**config.mk**
```make
export PLATFORM = sky130hd
export DESIGN_NAME = chain_node
export DESIGN_NICKNAME = d
export VERILOG_FILES = /design/src/rtl/chain_node_pkg.sv /design/src/rtl/chain_node_rx.sv /design/src/rtl/chain_node_tx.sv /design/src/rtl/chain_node_fifo.sv /design/src/rtl/chain_node.sv
export SDC_FILE = /design/constraint.sdc
export NUM_CORES = 1
export LEC_CHECK = 0
export BUFFER_PORTS_ARGS = -buffer_cell sky130_fd_sc_hd__buf_2
export CAP_MARGIN = 20
export CELL_PAD_IN_SITES_DETAIL_PLACEMENT = 0
export CELL_PAD_IN_SITES_GLOBAL_PLACEMENT = 1
export CORE_UTILIZATION = 46
export CTS_CLUSTER_SIZE = 40
export DETAILED_ROUTE_END_ITERATION = 8
export PLACE_DENSITY = 0.74
export SLEW_MARGIN = 25
export SYNTH_ARGS = -nofsm -noshare
export SYNTH_HDL_FRONTEND = slang
export SYNTH_SLANG_ARGS = --single-unit
```
**constraint.sdc**
```tcl
create_clock -name clk -period 2.4 [get_ports clk]
set_input_delay 0.12 -clock clk [delete_from_list [all_inputs] [get_ports clk]]
set_output_delay 0.12 -clock clk [all_outputs]
set_load 0.02 [all_outputs]
```
**src/rtl/chain_node_pkg.sv**
```systemverilog
package chain_node_pkg;

    localparam logic [7:0] CMD_SYNC0  = 8'h55;
    localparam logic [7:0] CMD_SYNC1  = 8'hAA;
    localparam logic [7:0] RSP_SYNC0  = 8'hAA;
    localparam logic [7:0] RSP_SYNC1  = 8'h55;
    localparam logic [7:0] BCAST_ADDR = 8'h00;

    localparam logic [7:0] OP_SET_ADDR  = 8'h01;
    localparam logic [7:0] OP_READ_ID   = 8'h02;
    localparam logic [7:0] OP_CHAIN_OFF = 8'h03;

    localparam int REPLY_LEN   = 5;
    localparam int REPLY_IDX_W = 3;

    typedef enum logic [1:0] {P_SYNC0, P_SYNC1, P_KIND, P_TARGET} parse_e;

    typedef struct packed {
        logic       valid;
        logic [7:0] value;
    } node_addr_t;

    function automatic logic [7:0] reply_byte(input logic [REPLY_IDX_W-1:0] idx,
                                              input logic [15:0] id,
                                              input logic [7:0] addr);
        case (idx)
            3'd0:    return RSP_SYNC0;
            3'd1:    return RSP_SYNC1;
            3'd2:    return id[15:8];
            3'd3:    return id[7:0];
            default: return addr;
        endcase
    endfunction

    function automatic logic target_hit(input node_addr_t a, input logic [7:0] tgt);
        return (tgt == BCAST_ADDR) || (a.valid && (a.value == tgt));
    endfunction

endpackage

```
**src/rtl/chain_node_rx.sv**
```systemverilog
module chain_node_rx #(
    parameter int BIT_CYCLES = 8
) (
    input  logic       clk,
    input  logic       rst,
    input  logic       line,
    output logic       byte_valid,
    output logic [7:0] byte_data
);
    localparam int CNT_W = $clog2(BIT_CYCLES);
    localparam logic [CNT_W-1:0] HALF = CNT_W'(BIT_CYCLES / 2 - 1);
    localparam logic [CNT_W-1:0] FULL = CNT_W'(BIT_CYCLES - 1);

    typedef enum logic [1:0] {RX_IDLE, RX_START, RX_DATA, RX_STOP} rx_state_e;

    rx_state_e        st;
    logic [CNT_W-1:0] cnt;
    logic [2:0]       idx;
    logic [7:0]       sh;

    always_ff @(posedge clk) begin
        if (rst) begin
            st         <= RX_IDLE;
            cnt        <= '0;
            idx        <= '0;
            sh         <= '0;
            byte_valid <= 1'b0;
        end else begin
            byte_valid <= 1'b0;
            case (st)
                RX_IDLE: if (!line) begin
                    st  <= RX_START;
                    cnt <= HALF;
                end
                RX_START: if (cnt != '0) begin
                    cnt <= cnt - 1'b1;
                end else if (!line) begin
                    st  <= RX_DATA;
                    cnt <= FULL;
                    idx <= '0;
                end else begin
                    st <= RX_IDLE;
                end
                RX_DATA: if (cnt != '0) begin
                    cnt <= cnt - 1'b1;
                end else begin
                    sh  <= {line, sh[7:1]};
                    cnt <= FULL;
                    if (idx == 3'd7) st <= RX_STOP;
                    else             idx <= idx + 1'b1;
                end
                default: if (cnt != '0) begin
                    cnt <= cnt - 1'b1;
                end else begin
                    byte_valid <= line;
                    st         <= RX_IDLE;
                end
            endcase
        end
    end

    assign byte_data = sh;
endmodule

```
**src/rtl/chain_node_tx.sv**
```systemverilog
module chain_node_tx #(
    parameter int BIT_CYCLES = 8
) (
    input  logic       clk,
    input  logic       rst,
    input  logic       load_valid,
    input  logic [7:0] load_data,
    output logic       ready,
    output logic       line
);
    localparam int CNT_W = $clog2(BIT_CYCLES);
    localparam logic [CNT_W-1:0] FULL = CNT_W'(BIT_CYCLES - 1);

    logic             busy;
    logic [9:0]       sh;
    logic [CNT_W-1:0] cnt;
    logic [3:0]       nbit;

    always_ff @(posedge clk) begin
        if (rst) begin
            busy <= 1'b0;
            sh   <= '1;
            cnt  <= '0;
            nbit <= '0;
        end else if (!busy) begin
            if (load_valid) begin
                busy <= 1'b1;
                sh   <= {1'b1, load_data, 1'b0};
                cnt  <= FULL;
                nbit <= '0;
            end
        end else if (cnt != '0) begin
            cnt <= cnt - 1'b1;
        end else begin
            cnt <= FULL;
            sh  <= {1'b1, sh[9:1]};
            if (nbit == 4'd9) busy <= 1'b0;
            else              nbit <= nbit + 1'b1;
        end
    end

    assign ready = !busy;
    assign line  = busy ? sh[0] : 1'b1;
endmodule

```
**src/rtl/chain_node_fifo.sv**
```systemverilog
module chain_node_fifo #(
    parameter int DEPTH = 8,
    parameter int WIDTH = 8
) (
    input  logic             clk,
    input  logic             rst,
    input  logic             push,
    input  logic [WIDTH-1:0] push_data,
    input  logic             pop,
    output logic [WIDTH-1:0] head,
    output logic             empty,
    output logic             full
);
    localparam int PTR_W = $clog2(DEPTH);
    localparam int CNT_W = $clog2(DEPTH + 1);

    logic [WIDTH-1:0] mem [DEPTH];
    logic [PTR_W-1:0] wr_ptr, rd_ptr;
    logic [CNT_W-1:0] count;

    always_ff @(posedge clk) begin
        if (rst) begin
            wr_ptr <= '0;
            rd_ptr <= '0;
            count  <= '0;
        end else begin
            if (push) begin
                mem[wr_ptr] <= push_data;
                wr_ptr      <= wr_ptr + 1'b1;
            end
            if (pop) rd_ptr <= rd_ptr + 1'b1;
            if (push && !pop)      count <= count + 1'b1;
            else if (pop && !push) count <= count - 1'b1;
        end
    end

    assign head  = mem[rd_ptr];
    assign empty = (count == '0);
    assign full  = (count == CNT_W'(DEPTH));
endmodule

```
**src/rtl/chain_node.sv**
```systemverilog
module chain_node
    import chain_node_pkg::*;
#(
    parameter logic [15:0] CHIP_ID    = 16'h4D2B,
    parameter int          BIT_CYCLES = 8,
    parameter int          FIFO_DEPTH = 8
) (
    input  logic clk,
    input  logic rst,
    input  logic cmd_in,
    output logic cmd_out,
    input  logic rst_n_in,
    output logic rst_n_out,
    input  logic busy_in,
    output logic busy_out,
    input  logic resp_in,
    output logic resp_out
);
    logic node_clr;
    assign node_clr = rst || !rst_n_in;

    // forward path
    always_ff @(posedge clk) begin
        if (rst) begin
            rst_n_out <= 1'b0;
            busy_out  <= 1'b0;
        end else begin
            rst_n_out <= rst_n_in;
            busy_out  <= busy_in;
        end
    end

    node_addr_t node_addr;
    logic       has_addr;
    assign has_addr = node_addr.valid;

    always_ff @(posedge clk) begin
        if (node_clr) cmd_out <= 1'b1;
        else          cmd_out <= has_addr ? cmd_in : 1'b1;
    end

    // command receive and parse
    logic       cmd_vld;
    logic [7:0] cmd_byte;

    chain_node_rx #(.BIT_CYCLES(BIT_CYCLES)) cmd_rx_i (
        .clk(clk), .rst(node_clr), .line(cmd_in),
        .byte_valid(cmd_vld), .byte_data(cmd_byte)
    );

    parse_e                 pst;
    logic [7:0]             kind;
    logic                   rep_active;
    logic [REPLY_IDX_W-1:0] rep_idx;
    logic                   tx_ready, tx_take;
    logic [7:0]             tx_data;
    logic                   fifo_empty, fifo_full, fifo_pop;
    logic [7:0]             fifo_head;

    always_ff @(posedge clk) begin
        if (node_clr) begin
            pst        <= P_SYNC0;
            kind       <= '0;
            node_addr  <= '0;
            rep_active <= 1'b0;
            rep_idx    <= '0;
        end else begin
            if (rep_active && tx_take) begin
                if (rep_idx == REPLY_IDX_W'(REPLY_LEN - 1)) rep_active <= 1'b0;
                else                                         rep_idx    <= rep_idx + 1'b1;
            end
            if (cmd_vld) begin
                case (pst)
                    P_SYNC0: if (cmd_byte == CMD_SYNC0) pst <= P_SYNC1;
                    P_SYNC1: begin
                        if (cmd_byte == CMD_SYNC1)      pst <= P_KIND;
                        else if (cmd_byte != CMD_SYNC0) pst <= P_SYNC0;
                    end
                    P_KIND: begin
                        kind <= cmd_byte;
                        pst  <= P_TARGET;
                    end
                    default: begin
                        pst <= P_SYNC0;
                        case (kind)
                            OP_SET_ADDR: if (!node_addr.valid)
                                node_addr <= '{valid: 1'b1, value: cmd_byte};
                            OP_CHAIN_OFF: if (target_hit(node_addr, cmd_byte))
                                node_addr <= '0;
                            OP_READ_ID: if (target_hit(node_addr, cmd_byte) && !rep_active) begin
                                rep_active <= 1'b1;
                                rep_idx    <= '0;
                            end
                            default: ;
                        endcase
                    end
                endcase
            end
        end
    end

    // reverse path: downstream bytes buffered, local reply wins at byte boundaries
    logic       rsp_vld;
    logic [7:0] rsp_byte;

    chain_node_rx #(.BIT_CYCLES(BIT_CYCLES)) rsp_rx_i (
        .clk(clk), .rst(node_clr), .line(resp_in),
        .byte_valid(rsp_vld), .byte_data(rsp_byte)
    );

    chain_node_fifo #(.DEPTH(FIFO_DEPTH), .WIDTH(8)) rsp_fifo_i (
        .clk(clk), .rst(node_clr),
        .push(rsp_vld && !fifo_full), .push_data(rsp_byte),
        .pop(fifo_pop), .head(fifo_head),
        .empty(fifo_empty), .full(fifo_full)
    );

    assign tx_take  = tx_ready && (rep_active || !fifo_empty);
    assign fifo_pop = tx_ready && !rep_active && !fifo_empty;
    assign tx_data  = rep_active ? reply_byte(rep_idx, CHIP_ID, node_addr.value) : fifo_head;

    chain_node_tx #(.BIT_CYCLES(BIT_CYCLES)) rsp_tx_i (
        .clk(clk), .rst(node_clr),
        .load_valid(tx_take), .load_data(tx_data),
        .ready(tx_ready), .line(resp_out)
    );
endmodule

```
Yosys cells after proc, flatten, opt, wreduce, memory -nomap -nowiden
Memory sizes are Yosys's and may differ from the RTL's. A register that Yosys moved wholly into a read port is not among the register bits.
Cells that the tools add are included.
{"block": "op_classes", "eq_ne": 43, "reduce_logical": 53, "n_mux": 79, "addsub": 11, "n_bitwise": 4}
{"op": "$mux 3", "n": 29}
{"op": "$ne 2x2->1 const B", "n": 17}
{"op": "$pmux 8 s4", "n": 1}
{"op": "$mux 10", "n": 3}
{"op": "$mux 2", "n": 15}
{"op": "$reduce_and 5->1", "n": 5}
{"op": "$mux 4", "n": 6}
{"op": "$pmux 2 s3", "n": 3}
{"op": "$pmux 3 s3", "n": 2}
{"op": "$pmux 9 s2", "n": 1}
{"op": "$eq 8x2->1 const B", "n": 2}
{"op": "$mux 8", "n": 2}
{"op": "$add 3x1->3 const B", "n": 5}
{"op": "$mux 1", "n": 14}
{"op": "$pmux 3 s2", "n": 2}
{"op": "$reduce_and 3->1", "n": 4}
{"op": "$reduce_bool 2->1", "n": 5}
{"op": "$reduce_or 5->1", "n": 2}
{"op": "$eq 3x3->1 const B", "n": 3}
{"op": "$logic_and 1x1->1", "n": 9}
{"op": "$mux 9", "n": 1}
{"op": "$reduce_bool 3->1", "n": 3}
{"op": "$sub 3x1->3 const B", "n": 3}
{"op": "$add 4x1->4 const B", "n": 2}
{"op": "other kinds (26)", "n": 51}
{"block": "word_totals", "ram_bits": 64, "ff_bits": 88, "n_memories": 1}
{"memory": "rsp_fifo_i.mem", "depth": 8, "word_bits": 8, "rd": 1, "rd_ports_with_merged_regs": 1, "write_ports": 1, "line_no": "chain_node_fifo.sv:17", "source": "logic [WIDTH-1:0] mem [DEPTH];"}

Longest topological paths before layout
Gate-level depths: netlist of run 1.
{"block": "logic_depth", "ltp_word": 10, "mapped_depth": 12, "ltp_nobuf": 11}

Hierarchy
Synthesis of run 1 repeated with hierarchy kept, for this count alone.
{"block": "hier_totals", "cells_unflattened": 685, "area_unflattened_um2": 7518.5}
{"mod": "chain_node_fifo", "seq_area_each_um2": 2182.1, "area_each_um2": 3103.0, "n_inst": 1, "cells_per_inst": 164}
{"mod": "chain_node", "seq_area_each_um2": 520.5, "area_each_um2": 1642.8, "n_inst": 1, "cells_per_inst": 204}
{"mod": "chain_node_rx (rsp_rx_i)", "seq_area_each_um2": 340.3, "area_each_um2": 965.9, "n_inst": 1, "cells_per_inst": 110}
{"mod": "chain_node_rx (cmd_rx_i)", "seq_area_each_um2": 340.3, "area_each_um2": 943.4, "n_inst": 1, "cells_per_inst": 107}
{"mod": "chain_node_tx", "seq_area_each_um2": 340.3, "area_each_um2": 863.3, "n_inst": 1, "cells_per_inst": 100}

Least setup slack after synthesis of run 1
No wires, ideal clock.
{"block": "synth_path", "kind": "reg2reg", "startpoint": "reg rsp_tx_i.busy", "endpoint": "reg rsp_fifo_i.count[3]", "setup_slack_ns": -0.096, "t_arrival_ns": 2.425, "setup_time_ns": 0.070, "stages_incl_launch_ff": 13, "cell_sequence": "dfxtp_1 -> buf_2 -> or2_2 -> nor2_1 -> inv_1 -> ha_1 -> inv_1 -> ha_1 -> a21o_1 -> a21oi_1 -> xnor2_1 -> or3_1 -> a21oi_1"}
{"block": "synth_between", "elab_chain_cells": 6}
{"element": "start: declaration", "line_no": "chain_node_tx.sv:14", "source": "logic busy;"}
{"element": "start signal: assignment", "line_no": "chain_node_tx.sv:21", "source": "busy <= 1'b0;"}
{"element": "start signal: assignment", "line_no": "chain_node_tx.sv:27", "source": "busy <= 1'b1;"}
{"element": "start signal: assignment", "line_no": "chain_node_tx.sv:37", "source": "if (nbit == 4'd9) busy <= 1'b0;"}
{"element": "$logic_not 1->1 (*)", "line_no": "chain_node_tx.sv:42", "source": "assign ready = !busy;"}
{"element": "$logic_and 1x1->1 (*) (2 in a row)", "line_no": "chain_node.sv:119", "source": "assign fifo_pop = tx_ready && !rep_active && !fifo_empty;"}
{"element": "$logic_not 1->1", "line_no": "chain_node_fifo.sv:32", "source": "if (push && !pop) count <= count + 1'b1;"}
{"element": "$logic_and 1x1->1", "line_no": "chain_node_fifo.sv:32"}
{"element": "$mux 4 / $reduce_bool 2->1 (equally long branches)"}
{"element": "end signal: assignment", "line_no": "chain_node_fifo.sv:32"}
{"element": "end signal: assignment", "line_no": "chain_node_fifo.sv:33", "source": "else if (pop && !push) count <= count - 1'b1;"}
{"element": "end: declaration", "line_no": "chain_node_fifo.sv:19", "source": "logic [CNT_W-1:0] count;"}
Every way passes the cells marked *; elsewhere a longest branch is shown, timed or not.
A chain may end at the register's enable or synchronous reset.

Worst setup path in the final report of run 1
{"block": "layout_path", "startpoint": "reg rsp_fifo_i.count[3]", "endpoint": "reg rsp_fifo_i.count[3]"}
{"block": "layout_between", "elab_chain_cells": 6}
{"element": "parallel branches: the longest is 6 deep, another holds $sub 4x1->4"}
Parallel ways; which one is timed is not known. The select of a mux whose other input is x is not followed.

==> results.json, run 1 <==
{
  "synth.distinct_cells": 61,
  "num-fill-cells": 1217,
  "crit_path_end_kind": "register",
  "cts_inserted_buffers": 17,
  "drt_wl_total_mm": 14.2,
  "grt_overflow": 0,
  "die_y_um": 125,
  "fin_util": 0.541,
  "cp_slowest_stage_delay_ns": 0.39,
  "p_int_mw": 5.03,
  "r2r_start": "rsp_fifo_i.count[3]",
  "grt_max_degree": 42,
  "yosysSeqAreaShare": 0.538,
  "diodes": 0,
  "firstDrtPassIters": 4,
  "critical_path.startpoint": "rsp_fifo_i.count[3]",
  "cp_num_cells": 11,
  "syn_inst": 648,
  "nets": 712,
  "reg2reg_depth": 11,
  "grt_pass1_vias": 4828,
  "dp_slack_ns": -0.0173,
  "register_area_sq_mm": 0.00373,
  "multi_input_area_sq_mm": 0.00304,
  "num_vias": 4874,
  "synth.most_common_cell": "dfxtp_1",
  "cts_tree": "built",
  "ios": 10,
  "clockRootBuffer": "clkbuf_16",
  "peakVddDrop_mv": 0.571,
  "fin_skew_ns": 0.0108,
  "post-route-drc-count": 0,
  "worstPathCellList": "nor4_4, nor2_4, inv_2, ha_4, inv_2, ha_4, a21o_1, a21oi_2, xnor2_1, or3_1, a21oi_2",
  "ys_async_sr_fraction": 0,
  "synth-edff-count": 64,
  "r2r_slack_ns": 0.1,
  "yosysWarnings": 0,
  "synth.area.top_cells": "edfxtp_1 28%, dfxtp_1 26%, ha_1 5.4%",
  "critPathLaunchType": "register",
  "setup-violations-final": 0,
  "areaGrowthSynthToFinish_pct": 14.1,
  "placed_area_sq_mm": 0.00725,
  "crit_family": "simple AND/OR/NAND/NOR gates",
  "io_buffers": 9,
  "p_leak_nw": 2.77,
  "synth.net_count": 685,
  "crit_buf_inv": 2,
  "clock_latency_ns": 0.43,
  "cts.path.max_buffers": 2,
  "critPathKind": "reg -> reg",
  "finalCriticalPeriod_ns": 2.30,
  "syn_area_sq_mm": 0.00692,
  "antenna_found_initial": 0,
  "worstPathMaxFanout": 4,
  "worstPathRequired_ns": 2.75,
  "yosysTopAreaCell": "edfxtp_1",
  "crit_slowest_cell": "or3_1",
  "clkPwrFrac": 0.350,
  "die_w_um": 125,
  "crit_arrival_ns": 2.66,
  "first_iter_violations": 265,
  "core_sq_mm": 0.0146,
  "avgSynthCellArea_sq_um": 10.7,
  "rows": 44,
  "finalMaxSlewViolations": 0,
  "clock.fmax_ghz": 0.434,
  "fp.dieArea_sq_mm": 0.0155,
  "worstMarginPinSlew_ns": 0.562,
  "fin_crit_sh": 0.959,
  "hold_viol": 0,
  "drive_above_1_share": 0.134,
  "reg2reg_to": "rsp_fifo_i.count[3]",
  "grt_pass1_wl_mm": 23.8,
  "synth-seq-cells": 154,
  "track_usage": 0.195,
  "outcome": "finished, final reports clean",
  "layout_setup_ws_ns": 0.0978,
  "ant_nets": 0,
  "synth_top_area_frac": 0.278,
  "power_density_mw_per_mm2": 911,
  "dpl.hpwl_mm": 9.72,
  "wl_per_cell_um": 16.3,
  "total_power_mw": 7.20,
  "power_switching_mw": 2.17,
  "drv_cap": 0,
  "initial_core_util": 0.474,
  "hp-class": "in -> reg",
  "max_slew_margin": 0.624,
  "power_frac_comb": 0.237,
  "clk_pin_slew_ns": 0.06,
  "crit_path_end": "rsp_fifo_i.count[3]",
  "synth_ff_type": "dfxtp_1",
  "design_area_sq_mm": 0.00790,
  "p_sw_frac": 0.302,
  "gp_congestion": 0.825,
  "synthTopCellsByCount": "90 x dfxtp_1, 64 x edfxtp_1, 54 x nor2_1, 52 x nand2_1, 51 x a21oi_1",
  "htreeDepth": 4,
  "seq_power_share": 0.413,
  "cts.sinks": 154,
  "whs_ns": 0.188,
  "vias_per_cell": 5.59
}
==> how the worst min path moves through the flow <==
| stage | startpoint | end | slack [ns] | cells after the start |
|---|---|---|---|---|
| final | rst_n_in | rsp_rx_i.cnt[2] | 0.19 | 4 |
| after global routing | rst_n_in | rsp_rx_i.cnt[2] | 0.20 | 4 |
| after CTS | rst_n_in | rsp_rx_i.cnt[2] | 0.18 | 4 |
| after detailed placement | rst | busy_out | 0.29 | 2 |
| after global placement | rst | busy_out | 0.29 | 2 |
| after floorplan | rst | busy_out | 0.19 | 1 |
==> per-layer routing <==
metal	global-route usage	vias to the layer above	wire length [um]
met5	0	-	0
met4	0.0787	0	277
met3	0.0464	25	484
met2	0.315	79	6880
met1	0.250	2353	6570
li1	-	2417	-
==> flip-flops by register name, summed over array words and instances (netlist names), 4 cells and up, named ones only <==
name and count:
cmd_rx_i.byte_data 8, rsp_fifo_i.count 4, node_addr 8, rsp_rx_i.byte_data 8
kind 8, rsp_tx_i.sh 9, rsp_fifo_i.mem 64, rsp_tx_i.nbit 4
==> tightest hold or removal path: cells and delay by family <==
kind | cells | cell delay [ns]
buffers and inverters | 2 | 0.21
AND/OR/NAND/NOR | 1 | 0.11
AO/OA/AOI/OAI | 1 | 0.13
==> power groups by stage <==
stage                     logic [mW]  registers, mW  clock network, mW
final                           1.71           2.97               2.52
after detailed placement        1.54           3.01                  0
after CTS                       1.59           2.96               2.56
after global routing            1.92           2.99               2.68
after floorplan                 1.20           2.98                  0
after global placement          1.51           3.01                  0
==> layout by cell type, fill, tap and decap left out, types with 8 or more instances in the layout <==
cell / count
a21oi_1: 49
edfxtp_1: 64
nor2b_1: 8
mux2i_1: 33
nand2_1: 52
o21ai_0: 13
nand2b_1: 16
buf_2: 9
nand4_1: 9
inv_1: 23
buf_4: 23
a31oi_1: 13
nor2_1: 53
ha_1: 28
dfxtp_1: 88
clkbuf_16: 17
nor3_1: 16
mux4_2: 8
nand3_1: 42
xor2_1: 12
==> cell type report <==
class | instances | area share
sequential | 154 | 0.472
inverter | 25 | 0.0119
clock buffer | 19 | 0.0548
tap | 184 | 0.0292
timing repair buffer | 36 | 0.0326
clock inverter | 13 | 0.0149
multi-input combinational | 441 | 0.385
==> through the flow <==
stage / instances / setup TNS [ns]
2_1_floorplan: 648 / 0
3_3_place_gp: 834 / 0
3_5_place_dp: 834 / -0.0173
4_1_cts: 871 / 0
5_1_grt: 872 / -0.00587
6_report: 872 / 0
==> what timing repair did <==
item                       CTS  global route
setup buffers                1             1
pin swaps                    1             6
hold buffers                 4             0
gates resized for setup      1             9
hold endpoints to repair     4             0
setup endpoints to repair    1             1
==> logic make-up after synthesis <==
logic type	Yosys count	share of synthesized area
compound gates	122	0.113
mux	41	0.0738
fa+ha+maj	31	0.0571
simple gates	228	0.164
flops	154	0.538
buf+inv	53	0.0306
xor+xnor	19	0.0240
(Power assumes the default switching activity.)
==> run 2, diff against run 1 <==
--- a/config.mk
+++ b/config.mk
@@ -16,4 +16,5 @@
 export SLEW_MARGIN = 25
 export SYNTH_ARGS = -nofsm -noshare
 export SYNTH_HDL_FRONTEND = slang
+export SYNTH_HIERARCHICAL = 1
 export SYNTH_SLANG_ARGS = --single-unit
==> run 2 against run 1 <==
Net effect:
- global-route usage rose by 0.76 points
- clock skew is 0.0015 ns lower
- sequential share of layout area fell by 3.7 points
- final cell count is 7.9% higher
- largest cell class unchanged
==> results.json, run 2 <==
{
  "drive_above_1_share": 0.148,
  "design_area_sq_mm": 0.00857,
  "critPathLaunchType": "register",
  "yosysTopAreaCell": "edfxtp_1",
  "cts_tree": "built",
  "fp.dieArea_sq_mm": 0.0169,
  "setup-violations-final": 0,
  "dpl.hpwl_mm": 10.5,
  "reg.largest.list": "rsp_fifo_i/mem (64), rsp_tx_i/sh (9)",
  "rows": 46,
  "final_cell_mix": "88 x dfxtp_1, 64 x edfxtp_1, 49 x nor2_1",
  "outcome": "finished, final reports clean",
  "ant_nets": 0,
  "placed_area_sq_mm": 0.00794,
  "fin_crit_sh": 0.945,
  "synthTopCellsByCount": "90 x dfxtp_1, 64 x edfxtp_1, 49 x nor2_1, 45 x nand2_1, 37 x nand3_1",
  "wl_per_cell_um": 16.8,
  "die_y_um": 130,
  "synth.area.top_cells": "edfxtp_1 26%, dfxtp_1 24%, ha_1 6.0%",
  "dp_cells": 906,
  "firstDrtPassIters": 5,
  "cts_inserted_buffers": 17,
  "syn_area_sq_mm": 0.00752,
  "multi_input_area_sq_mm": 0.00352,
  "register_area_sq_mm": 0.00373,
  "peakVddDrop_mv": 0.578,
  "stdcell_count": 941,
  "grt_overflow": 0,
  "track_usage": 0.202,
  "ios": 10,
  "hp-class": "in -> reg",
  "worstPathMaxFanout": 4,
  "worstPathRequired_ns": 2.71,
  "grt_pass1_vias": 5184,
  "gp_congestion": 0.801,
  "nets": 755,
  "dp_slack_ns": 0.00547,
  "vias_per_cell": 5.70,
  "grt_pass1_wl_mm": 25.8,
  "synth_top_area_frac": 0.256,
  "areaGrowthSynthToFinish_pct": 14.0,
  "final_common_cell": "dfxtp_1",
  "htreeDepth": 4,
  "num-fill-cells": 1344,
  "post-route-drc-count": 0,
  "finalMaxSlewViolations": 0,
  "grt_max_degree": 86,
  "initial_core_util": 0.472,
  "synth-seq-cells": 154,
  "fin_skew_ns": 0.00935,
  "largest-register": "rsp_fifo_i/mem",
  "clock_latency_ns": 0.43,
  "max_slew_margin": 0.561,
  "rsz0062_at_grt": "false",
  "crit_arrival_ns": 2.58,
  "syn_inst": 685,
  "cts.sinks": 154,
  "synth_ff_type": "dfxtp_1",
  "worstMarginPinSlew_ns": 0.659,
  "antenna_found_initial": 0,
  "synth-edff-count": 64,
  "drt_wl_total_mm": 15.8,
  "die_w_um": 130,
  "crit_path_end_kind": "register",
  "synth.net_count": 728,
  "drv_cap": 0,
  "synth.most_common_cell": "dfxtp_1",
  "num_vias": 5363,
  "yosysWarnings": 6,
  "clk_pin_slew_ns": 0.06,
  "ys_async_sr_fraction": 0,
  "synth.distinct_cells": 73,
  "hold_viol": 0,
  "finalCriticalPeriod_ns": 2.27,
  "clockRootBuffer": "clkbuf_16",
  "layout_setup_ws_ns": 0.133,
  "core_sq_mm": 0.0159,
  "cts.path.max_buffers": 2,
  "diodes": 0,
  "clock.fmax_ghz": 0.441,
  "critPathKind": "reg -> reg",
  "avgSynthCellArea_sq_um": 11.0,
  "power_density_mw_per_mm2": 916,
  "yosysSeqAreaShare": 0.495,
  "largest_reg_flops": 64,
  "fin_util": 0.538,
  "first_iter_violations": 350,
  "io_buffers": 9,
  "fin_tns_setup_ns": 0,
  "p_leak_nw": 3.06
}
[run 2: logic make-up after synthesis]
| logic type | after synthesis | synth area share |
|---|---|---|
| AND/OR/NAND/NOR | 234 | 0.170 |
| flip-flops | 154 | 0.495 |
| AO/OA/AOI/OAI | 130 | 0.119 |
| buffers and inverters | 71 | 0.0419 |
| multiplexers | 44 | 0.0942 |
| adder cells (fa/ha/maj) | 37 | 0.0626 |
| XOR/XNOR | 15 | 0.0175 |
[run 2: worst paths after layout]
path,startpoint,endpoint,slack (ns),cells after the start
worst min register to register,rsp_tx_i/sh[0],rsp_tx_i/sh[0],0.45,2
worst max-delay path,rsp_fifo_i/count[2],rsp_fifo_i/count[3],0.13,10
worst min-delay path,cmd_in,cmd_rx_i/byte_valid,0.03,3
worst max register to register,rsp_fifo_i/count[2],rsp_fifo_i/count[3],0.13,10
[run 2: per-layer routing]
layer	vias to the layer above	global-route usage	wire length, um
li1	2612	-	-
met5	-	0	0
met2	96	0.344	7880
met3	20	0.0394	508
met1	2635	0.253	7220
met4	0	0.0800	238
[run 2: critical path, cell delays in order (launching register included)]
cell      delay (ns)
dfxtp_1         0.32
buf_4           0.15
nor4b_2         0.28
nor2b_1         0.11
ha_1            0.24
inv_2           0.11
ha_4            0.22
a21oi_2         0.14
a211oi_1        0.08
a31oi_1         0.17
mux2_2          0.35
[run 2: power breakdown]
| group | switching (mW) | internal (mW) | total [mW] |
|---|---|---|---|
| Sequential | 0.0891 | 2.84 | 2.93 |
| Clock | 1.20 | 1.39 | 2.59 |
| Combinational | 1.21 | 1.12 | 2.33 |
[run 2: what timing repair did]
action,CTS,global route
setup endpoints to repair,1,1
resized for setup,0,6
pin swaps,1,1
setup buffers,1,0
endpoints found under the hold margin,1,0
hold buffers,2,0
[run 2: area by class of cell]
type	count	share of cell area
Sequential cell	154	0.435
Multi-Input combinational cell	460	0.411
Clock buffer	17	0.0496
Timing Repair Buffer	47	0.0420
Tap cell	216	0.0315
Clock inverter	15	0.0174
Inverter	32	0.0140
[run 2: stage by stage]
| stage | power (mW) | hold slack, ns |
|---|---|---|
| 6_report | 7.85 | 0.0306 |
| 5_1_grt | 8.26 | 0.0405 |
| 4_1_cts | 7.85 | 0.00922 |
| 3_5_place_dp | 5.20 | 0.301 |
| 3_3_place_gp | 5.16 | 0.297 |
| 2_1_floorplan | 4.65 | 0.192 |
==> run 3, diff against run 2 <==
--- a/config.mk
+++ b/config.mk
@@ -9,10 +9,12 @@
 export CAP_MARGIN = 20
 export CELL_PAD_IN_SITES_DETAIL_PLACEMENT = 0
 export CELL_PAD_IN_SITES_GLOBAL_PLACEMENT = 1
-export CORE_UTILIZATION = 46
+export CORE_UTILIZATION = 48
+export CTS_BUF_LIST = sky130_fd_sc_hd__clkbuf_4 sky130_fd_sc_hd__clkbuf_8
 export CTS_CLUSTER_SIZE = 40
 export DETAILED_ROUTE_END_ITERATION = 8
-export PLACE_DENSITY = 0.74
+export PLACE_DENSITY = 0.76
+export RECOVER_POWER = 100
 export SLEW_MARGIN = 25
 export SYNTH_ARGS = -nofsm -noshare
 export SYNTH_HDL_FRONTEND = slang
==> run 3 against run 2 <==
Net effect:
- register-to-register slack worse by 0.06 ns
- non-clock buffer count is the same
- die area decreased by 4.1%
- via count fell by 0.22%
- flip-flop and latch count stayed put
- fmax shrank 2.7%
- total power fell by 9.1%
- first-iteration DRC count rose by 23%
- critical path depth is the same
- sequential share of layout area up 1.3 points
- routed wire length decreased by 1.4%
- final cell count down 0.53%
- largest power group unchanged
- critical path type unchanged
==> results.json, run 3 (synthesis gave the netlist of run 2 again) <==
{
  "fin_util": 0.546,
  "clock_latency_ns": 0.44,
  "gp_congestion": 0.790,
  "diodes": 0,
  "finalMaxSlewViolations": 0,
  "largest-register": "rsp_fifo_i/mem",
  "cts.sinks": 154,
  "hp-class": "in -> reg",
  "p_sw_frac": 0.323,
  "areaGrowthSynthToFinish_pct": 10.8,
  "clock.fmax_ghz": 0.429,
  "final_common_cell": "dfxtp_1",
  "r2r_start": "rsp_fifo_i/count[1]",
  "peakVddDrop_mv": 0.464,
  "worstPathRequired_ns": 2.73,
  "core_sq_mm": 0.0153,
  "nets": 755,
  "cts_tree": "built",
  "outcome": "finished, final reports clean",
  "cts.path.max_buffers": 2,
  "max_slew_margin": 0.467,
  "wl_per_cell_um": 16.7,
  "seq_power_share": 0.411,
  "die_w_um": 127,
  "p_int_mw": 4.83,
  "finalCriticalPeriod_ns": 2.33,
  "crit_path_end_kind": "register",
  "drv_cap": 0,
  "rsz0062_at_grt": "false",
  "critical_path.startpoint": "rsp_fifo_i/count[1]",
  "firstDrtPassIters": 5,
  "antenna_found_initial": 0,
  "fin_skew_ns": 0.0121,
  "min_from": "resp_in",
  "total_power_mw": 7.13,
  "ios": 10,
  "power_switching_mw": 2.31,
  "reg.largest.list": "rsp_fifo_i/mem (64), rsp_tx_i/sh (9)",
  "clk_pin_slew_ns": 0.08,
  "setup-violations-final": 0,
  "drt_wl_total_mm": 15.6,
  "drive_above_1_share": 0.127,
  "power_frac_comb": 0.314,
  "io_buffers": 9,
  "post-route-drc-count": 0,
  "p_leak_nw": 2.93,
  "vias_per_cell": 5.72,
  "fin_crit_sh": 0.971,
  "dpl.hpwl_mm": 10.4,
  "track_usage": 0.207,
  "largest_reg_flops": 64,
  "grt_max_degree": 52,
  "htreeDepth": 4,
  "grt_pass1_vias": 5368,
  "hold_viol": 0,
  "first_iter_violations": 429,
  "clockRootBuffer": "clkbuf_8",
  "final_cell_mix": "89 x dfxtp_1, 64 x edfxtp_1, 49 x nor2_1",
  "worstPathMaxFanout": 4,
  "critPathLaunchType": "register",
  "clkPwrFrac": 0.275,
  "ant_nets": 0,
  "grt_pass1_wl_mm": 26.2,
  "grt_overflow": 0,
  "fp.dieArea_sq_mm": 0.0162,
  "worstMarginPinSlew_ns": 0.799,
  "crit_arrival_ns": 2.66,
  "rows": 45,
  "initial_core_util": 0.493,
  "die_y_um": 127,
  "power_density_mw_per_mm2": 857,
  "critPathKind": "reg -> reg",
  "cts_inserted_buffers": 17,
  "num_vias": 5351
}
-- run 3: cell types whose count changed in the layout (fill, tap and decap cells not counted), moves of 2 or more --
cell / before / now
bufinv_16: 0 / 2
clkbuf_16: 17 / 0
clkbuf_2: 0 / 4
clkbuf_1: 0 / 13
clkbuf_8: 0 / 17
inv_8: 7 / 0
clkinv_4: 1 / 4
a21oi_2: 2 / 0
dfxtp_2: 2 / 0
clkbuf_4: 0 / 4
buf_4: 34 / 17
-- run 3: through the flow --
stage                     setup slack [ns]  hold slack [ns]  instance area (sq um)  std cells  TNS (ns)
after floorplan                     0.0198            0.192                   7540        685         0
after global placement              0.0323            0.294                   7900        898         0
after detailed placement           -0.0986            0.295                   7900        898   -0.0986
after CTS                          0.00849          0.00476                   8360        935         0
after global routing              0.000402           0.0330                   8330        936         0
final                               0.0694           0.0417                   8330        936         0
-- run 3: path summary, 6_finish.rpt --
check	end	slack, ns	cells after the start
max reg2reg	rsp_fifo_i/count[3]	0.07	10
min reg2reg	rsp_tx_i/sh[0]	0.45	2
max	rsp_fifo_i/count[3]	0.07	10
min	rsp_rx_i/byte_valid	0.04	3
-- run 3: critical path: stages (launching register included) --
cell and delay (ns):
dfxtp_1 0.34, buf_4 0.16, nor4b_2 0.26, nor2b_1 0.09, ha_1 0.24, inv_2 0.12
ha_4 0.23, a21oi_4 0.16, a211oi_2 0.09, a31oi_1 0.18, mux2_2 0.35
-- run 3: power by group through the flow --
stage	clock network, mW	logic, mW	registers (mW)
detailed placement	0	2.13	2.97
finish	1.96	2.24	2.94
floorplan	0	1.68	2.97
CTS	2.01	2.24	2.92
global route	2.12	2.48	2.95
global placement	0	2.07	2.96
-- run 3: area by class of cell --
type,instances,area [sq um]
sequential,154,3730
clock inverter,12,143
multi-input combinational,460,3520
fill,1320,6930
tap,211,264
timing repair buffer,47,294
clock buffer,20,256
inverter,32,120
-- run 3: timing repair --
action                                  in CTS  in global routing
pin swaps                                    2                  1
endpoints found under the setup margin       1                  1
hold buffers                                 3                  0
hold endpoints to repair                     3                  0
buffers inserted                             2                  1
resized for setup                            4                  5
-- run 3: metal layers --
metal,wire [um],GRT usage
met5,0,0
met4,224,0.0763
met3,493,0.0477
met2,7690,0.348
met1,7210,0.262
